## src/rtl/sar_emu_pkg.sv

```systemverilog
package sar_emu_pkg;
    typedef enum logic [2:0] {
        PH_IDLE   = 3'd0,
        PH_SAMPLE = 3'd1,
        PH_NULL   = 3'd2,
        PH_MSB    = 3'd3,
        PH_LSB    = 3'd4,
        PH_ZERO   = 3'd5,
        PH_REJECT = 3'd6
    } phase_e;
endpackage

```

## src/rtl/sar_emu_edges.sv

```systemverilog
module sar_emu_edges #(
    parameter int          N       = 2,
    parameter logic [N-1:0] RST_VAL = '0
) (
    input  logic         clk,
    input  logic         rst_n,
    input  logic [N-1:0] sig,
    output logic [N-1:0] fall
);
    logic [N-1:0] sig_q;

    for (genvar g = 0; g < N; g++) begin : g_bit
        always_ff @(posedge clk) begin
            if (!rst_n) sig_q[g] <= RST_VAL[g];
            else        sig_q[g] <= sig[g];
        end
        assign fall[g] = sig_q[g] & ~sig[g];
    end
endmodule

```

## src/rtl/sar_emu_fsm.sv

```systemverilog
module sar_emu_fsm
    import sar_emu_pkg::*;
#(
    parameter int DATA_W = 12,
    localparam int IDX_W = $clog2(DATA_W)
) (
    input  logic             clk,
    input  logic             rst_n,
    input  logic             cs_n,
    input  logic             sclk,
    input  logic             cs_fall,
    input  logic             sclk_fall,
    output phase_e           phase,
    output logic [IDX_W-1:0] bit_idx,
    output logic             start_invalid,
    output logic             load
);
    localparam logic [IDX_W-1:0] TOP_IDX = IDX_W'(DATA_W - 1);

    phase_e           state_q, state_d;
    logic [IDX_W-1:0] idx_q, idx_d;
    logic             flag_q, flag_d;

    // state register
    always_ff @(posedge clk) begin
        if (!rst_n) begin
            state_q <= PH_IDLE;
            idx_q   <= '0;
            flag_q  <= 1'b0;
        end else begin
            state_q <= state_d;
            idx_q   <= idx_d;
            flag_q  <= flag_d;
        end
    end

    // transitions
    always_comb begin
        state_d = state_q;
        idx_d   = idx_q;
        flag_d  = flag_q;
        if (cs_n) begin
            state_d = PH_IDLE;
            idx_d   = '0;
        end else begin
            unique case (state_q)
                PH_IDLE: begin
                    if (cs_fall) begin
                        flag_d  = sclk;
                        idx_d   = '0;
                        state_d = sclk ? PH_REJECT : PH_SAMPLE;
                    end
                end
                PH_SAMPLE: begin
                    if (sclk_fall) begin
                        if (idx_q == '0) idx_d = IDX_W'(1);
                        else             state_d = PH_NULL;
                    end
                end
                PH_NULL: begin
                    if (sclk_fall) begin
                        state_d = PH_MSB;
                        idx_d   = TOP_IDX;
                    end
                end
                PH_MSB: begin
                    if (sclk_fall) begin
                        if (idx_q == '0) begin
                            state_d = PH_LSB;
                            idx_d   = IDX_W'(1);
                        end else begin
                            idx_d = idx_q - IDX_W'(1);
                        end
                    end
                end
                PH_LSB: begin
                    if (sclk_fall) begin
                        if (idx_q == TOP_IDX) state_d = PH_ZERO;
                        else                  idx_d   = idx_q + IDX_W'(1);
                    end
                end
                PH_ZERO, PH_REJECT: begin
                    state_d = state_q;
                end
                default: state_d = PH_IDLE;
            endcase
        end
    end

    // outputs
    always_comb begin
        phase         = state_q;
        bit_idx       = idx_q;
        start_invalid = flag_q;
        load          = (state_q == PH_IDLE) && !cs_n && cs_fall;
    end
endmodule

```

## src/rtl/sar_emu_serializer.sv

```systemverilog
module sar_emu_serializer
    import sar_emu_pkg::*;
#(
    parameter int DATA_W = 12,
    localparam int IDX_W = $clog2(DATA_W)
) (
    input  logic              clk,
    input  logic              rst_n,
    input  logic              cs_n,
    input  logic              load,
    input  logic [DATA_W-1:0] sample_in,
    input  phase_e            phase,
    input  logic [IDX_W-1:0]  bit_idx,
    output logic              dout,
    output logic              dout_oe
);
    logic [DATA_W-1:0] held_q;

    always_ff @(posedge clk) begin
        if (!rst_n)    held_q <= '0;
        else if (load) held_q <= sample_in;
    end

    always_comb begin
        dout    = 1'b0;
        dout_oe = 1'b0;
        unique case (phase)
            PH_MSB, PH_LSB: begin
                dout    = held_q[bit_idx];
                dout_oe = !cs_n;
            end
            PH_NULL, PH_ZERO: dout_oe = !cs_n;
            default: dout_oe = 1'b0;
        endcase
    end
endmodule

```

## src/rtl/sar_emu_port.sv

```systemverilog
module sar_emu_port
    import sar_emu_pkg::*;
#(
    parameter int DATA_W = 12,
    localparam int IDX_W = $clog2(DATA_W)
) (
    input  logic              clk,
    input  logic              rst_n,
    input  logic              cs_n,
    input  logic              sclk,
    input  logic [DATA_W-1:0] sample_in,
    output logic              dout,
    output logic              dout_oe,
    output logic              start_invalid,
    output logic [2:0]        phase
);
    logic [1:0]       falls;
    phase_e           ph;
    logic [IDX_W-1:0] bit_idx;
    logic             load;

    // bit 0: select (resets high), bit 1: serial clock (resets low)
    sar_emu_edges #(.N(2), .RST_VAL(2'b01)) u_edges (
        .clk   (clk),
        .rst_n (rst_n),
        .sig   ({sclk, cs_n}),
        .fall  (falls)
    );

    sar_emu_fsm #(.DATA_W(DATA_W)) u_fsm (
        .clk           (clk),
        .rst_n         (rst_n),
        .cs_n          (cs_n),
        .sclk          (sclk),
        .cs_fall       (falls[0]),
        .sclk_fall     (falls[1]),
        .phase         (ph),
        .bit_idx       (bit_idx),
        .start_invalid (start_invalid),
        .load          (load)
    );

    sar_emu_serializer #(.DATA_W(DATA_W)) u_ser (
        .clk       (clk),
        .rst_n     (rst_n),
        .cs_n      (cs_n),
        .load      (load),
        .sample_in (sample_in),
        .phase     (ph),
        .bit_idx   (bit_idx),
        .dout      (dout),
        .dout_oe   (dout_oe)
    );

    assign phase = ph;
endmodule

```

## config.mk

```make
export PLATFORM = sky130hd
export DESIGN_NAME = sar_emu_port
export DESIGN_NICKNAME = d
export VERILOG_FILES = /design/src/rtl/sar_emu_pkg.sv /design/src/rtl/sar_emu_edges.sv /design/src/rtl/sar_emu_fsm.sv /design/src/rtl/sar_emu_serializer.sv /design/src/rtl/sar_emu_port.sv
export SDC_FILE = /design/constraint.sdc
export NUM_CORES = 1
export LEC_CHECK = 0
export ABC_AREA = 0
export BUFFER_PORTS_ARGS = -buffer_cell sky130_fd_sc_hd__buf_2
export CAP_MARGIN = 40
export CORE_MARGIN = 2
export CORE_UTILIZATION = 48
export DETAILED_ROUTE_END_ITERATION = 10
export HOLD_SLACK_MARGIN = 0.05
export PLACE_DENSITY_LB_ADDON = 0.1
export SLEW_MARGIN = 20
export SYNTH_ARGS = -nofsm -noshare
export SYNTH_HDL_FRONTEND = slang
export SYNTH_SLANG_ARGS = --single-unit
```

## constraint.sdc

```tcl
create_clock -name clk -period 2.05 [get_ports clk]
set_clock_uncertainty 0.15 [all_clocks]
set_input_delay 0.205 -clock clk [delete_from_list [all_inputs] [get_ports clk]]
set_output_delay 0.205 -clock clk [all_outputs]
set_load 0.05 [all_outputs]
```

# Yosys cells after proc, flatten, opt, wreduce, memory -nomap -nowiden
# Cells that the tools add are included.
[classes]
n_reduce_logical = 13
n_mux = 23
shifts = 0
n_bitwise = 6
n_lt_le_gt_ge = 1
n_mul = 0
div_mod_pow = 0
eq_ne = 17
addsub = 2
[ops]
columns = ["cell", "count"]
rows = [
  ["$mux 4", 8],
  ["$mux 3", 9],
  ["$pmux 4 s5", 1],
  ["$pmux 3 s6", 1],
  ["$ne 2x1->1 const B", 8],
  ["$eq 3x3->1 const B", 3],
  ["$reduce_and 9->1", 1],
  ["$reduce_and 8->1", 1],
  ["$eq 3x2->1 const B", 2],
  ["$reduce_or 2->1", 3],
  ["$lt 4x5->1 const B", 1],
  ["$reduce_bool 5->1", 1],
  ["$add 4x1->4 const B", 1],
  ["$bmux 1 s4", 1],
  ["$eq 4x4->1 const B", 1],
  ["$logic_not 4->1", 1],
  ["$ne 2x2->1 const B", 2],
  ["$not 1->1", 4],
  ["$reduce_or 4->1", 1],
  ["$sub 4x1->4 const B", 1],
  ["$eq 3x1->1 const B", 1],
  ["$logic_not 3->1", 1],
  ["$mux 1", 3],
  ["$reduce_and 3->1", 1],
  ["3 further kinds", 5],
]
[totals]
ram_bits = 0
mem_count = 0
mem_bits_ro = 0
latch_bits = 0
regBits = 22

# Longest topological paths before layout
# Gate-level depths: netlist of run 1.
[depth]
ltp_word = 4
mapped_depth = 8
depth_no_buf = 7

# Hierarchy
# From an unflattened synthesis of run 1, not the netlist that was laid out.
[hier_totals]
cells_unflattened = 164
hier_area_um2 = 1428.9
[by_module_without_submodules]
columns = ["module", "instances", "area_each_um2", "seq_area_each_um2", "cells_per_inst"]
rows = [
  ["sar_emu_fsm", 1, 768.2, 160.2, 105],
  ["sar_emu_serializer", 1, 591.8, 240.2, 53],
  ["sar_emu_edges", 1, 68.8, 40.0, 6],
]

# Worst setup path before layout of run 1
# Ideal clock, no wire load.
[synth_path]
path_kind = "register to output"
from = "register u_fsm.state_q[2] (netlist: u_fsm.phase[2])"
to = "output port dout"
path_stages_with_launch = 5
arrival_ps = 1966
path_slack_ps = -271
path_buffers = 1
cell_sequence = "dfxtp_1 -> buf_4 -> nor3b_2 -> nor2_1 -> nor2_1"
[synth_between]
elab_chain_cells = 3
[synth_rtl]
columns = ["item", "line", "rtl"]
rows = [
  ["from (decl)", "sar_emu_fsm.sv:20", "phase_e state_q, state_d;"],
  ["from (signal assigned)", "sar_emu_fsm.sv:31", "state_q <= state_d;"],
  ["$eq 3x2->1 or $eq 3x3->1 (tied branches)", "sar_emu_serializer.sv:27", "unique case (phase)"],
  ["$reduce_or 2->1 *", "sar_emu_serializer.sv:27", ""],
  ["$mux 1 *", "sar_emu_serializer.sv:27", ""],
  ["to (decl)", "sar_emu_port.sv:12", "output logic dout,"],
]
# Every way passes the cells marked *; elsewhere a longest branch is shown, timed or not.

# Worst setup path in the final report of run 1
[layout_path]
from = "register u_fsm.idx_q[0] (netlist: u_fsm.bit_idx[0])"
to = "output port dout"
[layout_between]
elab_chain_cells = 3
[layout_rtl]
columns = ["item", "line", "rtl"]
rows = [
  ["from (decl)", "sar_emu_fsm.sv:21", "logic [IDX_W-1:0] idx_q, idx_d;"],
  ["from (signal assigned)", "sar_emu_fsm.sv:32", "idx_q <= idx_d;"],
  ["$bmux 1 s4", "sar_emu_serializer.sv:29", "dout = held_q[bit_idx];"],
  ["$mux 1 (implied by the code)", "sar_emu_serializer.sv:29", ""],
  ["$mux 1", "sar_emu_serializer.sv:27", ""],
]
# Every way passes these cells. The select of a mux whose other input is x is not followed.

==> impl_metrics.json, run 1 <==
{
  "min_path_type": "in -> reg",
  "post-route-util": 0.689,
  "via_per_inst": 5.70,
  "switching_share": 0.303,
  "gp_congestion": 0.882,
  "io_buffer_count": 21,
  "fin_tns_setup_ns": -0.270,
  "final_common_cell": "buf_2",
  "fp.dieH_um": 56.7,
  "synth-seq-cells": 22,
  "layout-drive-gt1-share": 0.395,
  "period_share": 1.06,
  "r2r-end": "u_fsm.bit_idx[2]",
  "grt_pass1_wl_mm": 5.53,
  "cts.sinks": 22,
  "rr_worst_depth": 7,
  "initial_core_util": 0.496,
  "r2r_start": "u_fsm.bit_idx[1]",
  "rows": 19,
  "area_growth_pct": 39.0,
  "rrSetupSlack_ns": -0.05,
  "post-place-ws_ns": -0.0923,
  "p_leak_nw": 0.705,
  "vias": 1260,
  "cellPowerDensity_nw_per_um2": 526,
  "cts_tree": "done",
  "ir_drop_uv": 443,
  "multiInputGateArea_um2": 916,
  "dr.pass1.iters": 4,
  "status": "finished, violations left",
  "internal-power_mw": 0.678,
  "ios": 22,
  "yosysTopAreaCell": "dfxtp_1",
  "synth_edf_count": 0,
  "fmax_ghz": 0.459,
  "netSwitchingPower_mw": 0.295,
  "synth_ff_type": "dfxtp_1",
  "antenna_found_initial": 0,
  "core-area_um2": 2690,
  "hpwl_mm": 2.24,
  "drtIter0Drc": 51,
  "cts_root_buf": "clkbuf_4",
  "drt-total-wl_mm": 3.40,
  "hp-start": "cs_n",
  "route.detailed.wl_per_inst_um": 15.4,
  "rsz0062_at_grt": "yes",
  "track_usage": 0.219,
  "synth_seq_area_share": 0.331,
  "diodes": 0,
  "whs_ns": 0.0818,
  "clockBufferDepth": 2,
  "fillCellCount": 221,
  "syn-instance-count": 143,
  "cp-start-kind": "flop",
  "grt_pass1_vias": 1253,
  "worstPathMaxFanout": 4,
  "synth.distinct_cells": 47,
  "hold_depth": 3,
  "comb_power_share": 0.301,
  "criticalPathCategory": "reg -> out",
  "htree_num_levels": 1,
  "ys_warn_count": 0,
  "grt_max_degree": 16,
  "seq_power_share": 0.486,
  "ys_top_cells_by_area": "dfxtp_1 (33%), mux2i_1 (9.8%), nor2b_1 (7.5%), mux4_2 (5.1%), a21oi_1 (3.0%)",
  "synth_nets": 161,
  "finalSetupViolCount": 5,
  "period_needed_ns": 2.18,
  "grt_overflow": 0,
  "ant_nets": 0,
  "end_kind": "primary output",
  "layout_common_cells": "buf_2 (20), dfxtp_1 (17), nor2b_1 (16), buf_4 (15)",
  "netlist_area_um2": 1330,
  "drv_cap": 0,
  "synthArstFlopShare": 0,
  "synth_top_cell_area_share": 0.331,
  "clk_pin_slew_ns": 0.12,
  "relSlewSlack": 0.616,
  "cp.required_ns": 1.69,
  "num-nets-final": 209,
  "drc_errors": 0,
  "slew_violations": 0,
  "setup_ws_ns": -0.128,
  "syn_avg_cell_area_um2": 9.31,
  "violations": "negative setup slack",
  "register_area_um2": 449,
  "finalHoldViolCount": 0,
  "max_slew.worst_pin.slew_ns": 0.573,
  "total_power_mw": 0.973,
  "clock_latency_ns": 0.31,
  "startpoint": "u_fsm.bit_idx[0]",
  "die_area_um2": 3210,
  "min_to": "u_fsm.phase[1]",
  "cts_buffers": 3,
  "clockPowerShare": 0.213,
  "fp.dieW_um": 56.7,
  "critPathArrivalTime_ns": 1.82
}
per-layer routing:
metal  track usage  vias to the layer above  wire length (um)
met1         0.271                      585              1450
met4        0.0850                        0                50
li1              -                      616                 -
met5             0                        -                 0
met3        0.0346                        8               169
met2         0.379                       51              1730
power groups by stage:
| stage | Clock, mW | Combinational [mW] | Sequential [mW] |
|---|---|---|---|
| global placement | 0 | 0.230 | 0.479 |
| CTS | 0.212 | 0.261 | 0.472 |
| finish | 0.208 | 0.293 | 0.473 |
| global route | 0.233 | 0.316 | 0.476 |
| detailed placement | 0 | 0.233 | 0.481 |
| floorplan | 0 | 0.161 | 0.488 |
timing repair:
action                                  CTS  global route
pin swaps                                 4             9
endpoints found under the hold margin    13             0
setup buffers                             2             4
hold buffers                             13             0
endpoints found under the setup margin    3             8
resized for setup                         7            16
cell usage after synthesis, types with 2 or more instances:
master and n:
a21oi_1 8, clkbuf_1 5, dfxtp_1 22, nor2_1 7, buf_2 3, o311ai_0 2
nand2_1 10, a31oi_1 2, inv_1 5, mux4_2 3, or3_1 3, o21ai_0 3
o311ai_1 2, nor2b_1 16, o21ai_1 4, nand2b_1 2, nand3_1 2, o31ai_1 2
ha_1 2, mux2i_1 13
through the flow:
step / area (um2) / cells
2_1_floorplan: 1370 / 143
4_1_cts: 1740 / 217
5_1_grt: 1850 / 221
3_5_place_dp: 1550 / 198
6_report: 1850 / 221
3_3_place_gp: 1550 / 198
worst max path at each step:
stage	end	slack [ns]	depth (start not counted)
6_report	dout	-0.13	7
5_1_grt	dout	-0.22	7
4_1_cts	dout	-0.13	7
3_5_place_dp	u_fsm.bit_idx[2]	-0.09	7
3_3_place_gp	u_fsm.bit_idx[2]	-0.05	7
2_1_floorplan	u_fsm.bit_idx[2]	-0.11	8
logic make-up after synthesis:
family / share of synthesized area
AOI/OAI and AO/OA: 0.215
muxes: 0.160
adders and majority gates: 0.0188
and+or+nand+nor: 0.215
DFF: 0.331
buffers and inverters: 0.0536
xor gates and xnor gates: 0.00658
registers in the layout (all words and copies together) (netlist names):
register	count
u_fsm.bit_idx	4
u_fsm.phase	3
u_ser.held_q	12
u_fsm.start_invalid	1
u_edges.sig_q	2
final cells by class:
cell class                 instances  share of cell area
inverter                           5              0.0115
multi-input combinational        106               0.495
sequential                        22               0.243
tap                               31              0.0210
clock buffer                       4              0.0142
timing repair buffer              53               0.216
critical path: stages (launching register included):
cell	delay, ns
dfxtp_2	0.38
buf_6	0.13
mux4_2	0.51
nand2_2	0.08
a21oi_2	0.05
a31oi_1	0.17
nor2_2	0.06
buf_6	0.15
(Power assumes the default switching activity.)
==> run 2, diff against run 1 <==
--- a/config.mk
+++ b/config.mk
@@ -7,11 +7,12 @@
 export LEC_CHECK = 0
 export ABC_AREA = 0
 export BUFFER_PORTS_ARGS = -buffer_cell sky130_fd_sc_hd__buf_2
-export CAP_MARGIN = 40
+export CAP_MARGIN = 30
 export CORE_MARGIN = 2
 export CORE_UTILIZATION = 48
 export DETAILED_ROUTE_END_ITERATION = 10
 export HOLD_SLACK_MARGIN = 0.05
+export MAX_ROUTING_LAYER = met4
 export PLACE_DENSITY_LB_ADDON = 0.1
 export SLEW_MARGIN = 20
 export SYNTH_ARGS = -nofsm -noshare
==> run 2 against run 1 <==
Net effect:
- setup slack gained 0.0024 ns
- sequential share of layout area unchanged
- flip-flop and latch count did not move
- sequential power hardly changed
- largest cell class unchanged
- register-to-register slack hardly changed
- total power fell by 0.17%
- via count fell by 0.40%
- the flow still finishes with violations (negative setup slack)
- non-clock buffer count unchanged
- critical path type unchanged
- die area stayed put
- routed wire length down 0.56%
- global-route usage grew 0.61 points
==> impl_metrics.json, run 2 (synthesis gave the netlist of run 1 again) <==
{
  "status": "finished, violations left",
  "violations": "negative setup slack",
  "period_needed_ns": 2.18,
  "cp-start-kind": "flop",
  "gp_congestion": 0.897,
  "hpwl_mm": 2.24,
  "antenna_found_initial": 0,
  "fmax_ghz": 0.460,
  "p_leak_nw": 0.705,
  "cpLargestDelayFamily": "multiplexers",
  "dr_wl_met2_mm": 1.70,
  "min_path_type": "in -> reg",
  "clock_latency_ns": 0.30,
  "ir_drop_uv": 443,
  "route.detailed.wl_per_inst_um": 15.3,
  "grt_overflow": 0,
  "rows": 19,
  "cts_buffers": 3,
  "routed-wl-met3_um": 163,
  "vias": 1255,
  "setup_ws_ns": -0.125,
  "clockBufferDepth": 2,
  "layout_common_cells": "buf_2 (20), dfxtp_1 (17), nor2b_1 (16), buf_4 (15)",
  "largest_reg_flops": 12,
  "layout-drive-gt1-share": 0.395,
  "cts.sinks": 22,
  "finalHoldViolCount": 0,
  "grt_pass1_wl_mm": 5.53,
  "ant_nets": 0,
  "area_growth_pct": 39.0,
  "post-route-util": 0.689,
  "initial_core_util": 0.496,
  "drt-total-wl_mm": 3.38,
  "cellPowerDensity_nw_per_um2": 525,
  "total_power_mw": 0.972,
  "fin_tns_setup_ns": -0.267,
  "dp_cells": 198,
  "fp.dieH_um": 56.7,
  "slew_violations": 0,
  "cts_tree": "done",
  "period_share": 1.06,
  "via_per_inst": 5.68,
  "clk_pin_slew_ns": 0.12,
  "finalSetupViolCount": 5,
  "dr.pass1.iters": 4,
  "htree_num_levels": 1,
  "critical-path-slowest-cell": "mux4_2",
  "io_buffer_count": 21,
  "track_usage": 0.225,
  "placed_cell_area_um2": 1550,
  "max_stage_delay_ns": 0.51,
  "criticalPathCategory": "reg -> out",
  "grt_max_degree": 16,
  "top_register": "u_ser.held_q",
  "critPathArrivalTime_ns": 1.82,
  "ios": 22,
  "drtIter0Drc": 51,
  "end_kind": "primary output",
  "cp.required_ns": 1.69,
  "rsz0062_at_grt": "yes",
  "drt-met1-wl_mm": 1.45,
  "num-nets-final": 209,
  "path_buf_inv": 2,
  "grt_pass1_vias": 1253,
  "worstPathMaxFanout": 4,
  "top_layer": "met4",
  "drv_cap": 0,
  "core-area_um2": 2690,
  "cts_root_buf": "clkbuf_4",
  "final_area_um2": 1850,
  "die_area_um2": 3210,
  "diodes": 0,
  "final_cells": 221,
  "cpMostUsedCell": "buf_6",
  "drc_errors": 0,
  "final_common_cell": "buf_2",
  "crit_chain": "buf_6 > mux4_2 > nand2_2 > a21oi_2 > a31oi_1 > nor2_2 > buf_6",
  "fp.dieW_um": 56.7,
  "relSlewSlack": 0.617,
  "max_slew.worst_pin.slew_ns": 0.572
}
## run 2: power by group
| part | internal (mW) | total [mW] | switching (mW) | leakage [nW] |
|---|---|---|---|---|
| Sequential | 0.453 | 0.473 | 0.0199 | 0.183 |
| Combinational | 0.150 | 0.292 | 0.143 | 0.508 |
| Clock | 0.0759 | 0.207 | 0.131 | 0.0150 |
| Total | 0.678 | 0.972 | 0.293 | 0.705 |
## run 2: final cells by class
class | count | area, um2
well taps | 31 | 38.8
fillers | 221 | 836
repair buffers | 53 | 399
multi-input cells | 106 | 916
flip-flops and latches | 22 | 449
clock buffers | 4 | 26.3
inverters | 5 | 21.3
## run 2: final timing paths
check	to	slack, ns	cells past startpoint	start
setup / recovery	dout	-0.13	7	u_fsm.bit_idx[0]
hold reg to reg	u_ser.held_q[5]	0.39	2	u_ser.held_q[5]
hold / removal	u_fsm.phase[1]	0.08	3	cs_n
setup reg to reg	u_fsm.bit_idx[2]	-0.05	7	u_fsm.bit_idx[1]
## run 2: worst reg2reg max path, delay by kind of cell, from the launching register on
family                     cells  cell delay, ns
buffers and inverters          1            0.07
and+or+nand+nor                2            0.74
AOI/OAI and AO/OA              3            0.60
adders and majority gates      1            0.14
DFF                            1            0.34
## run 2: routing by layer
metal	global-route usage	vias to the layer above
met2	0.379	50
met5	-	-
met1	0.271	579
met3	0.0346	10
met4	0.0850	0
li1	-	616
## run 2: stage by stage
step | setup slack, ns | hold slack (ns)
3_3_place_gp | -0.0459 | 0.313
4_1_cts | -0.133 | 0.0709
3_5_place_dp | -0.0923 | 0.321
5_1_grt | -0.223 | 0.0690
6_report | -0.125 | 0.0804
2_1_floorplan | -0.109 | 0.177
## run 2: repair_timing
item,in CTS,in global routing
pin swaps,4,9
gates resized for setup,7,16
setup endpoints to repair,3,8
buffers inserted,2,4
endpoints found under the hold margin,13,0
hold buffers,13,0
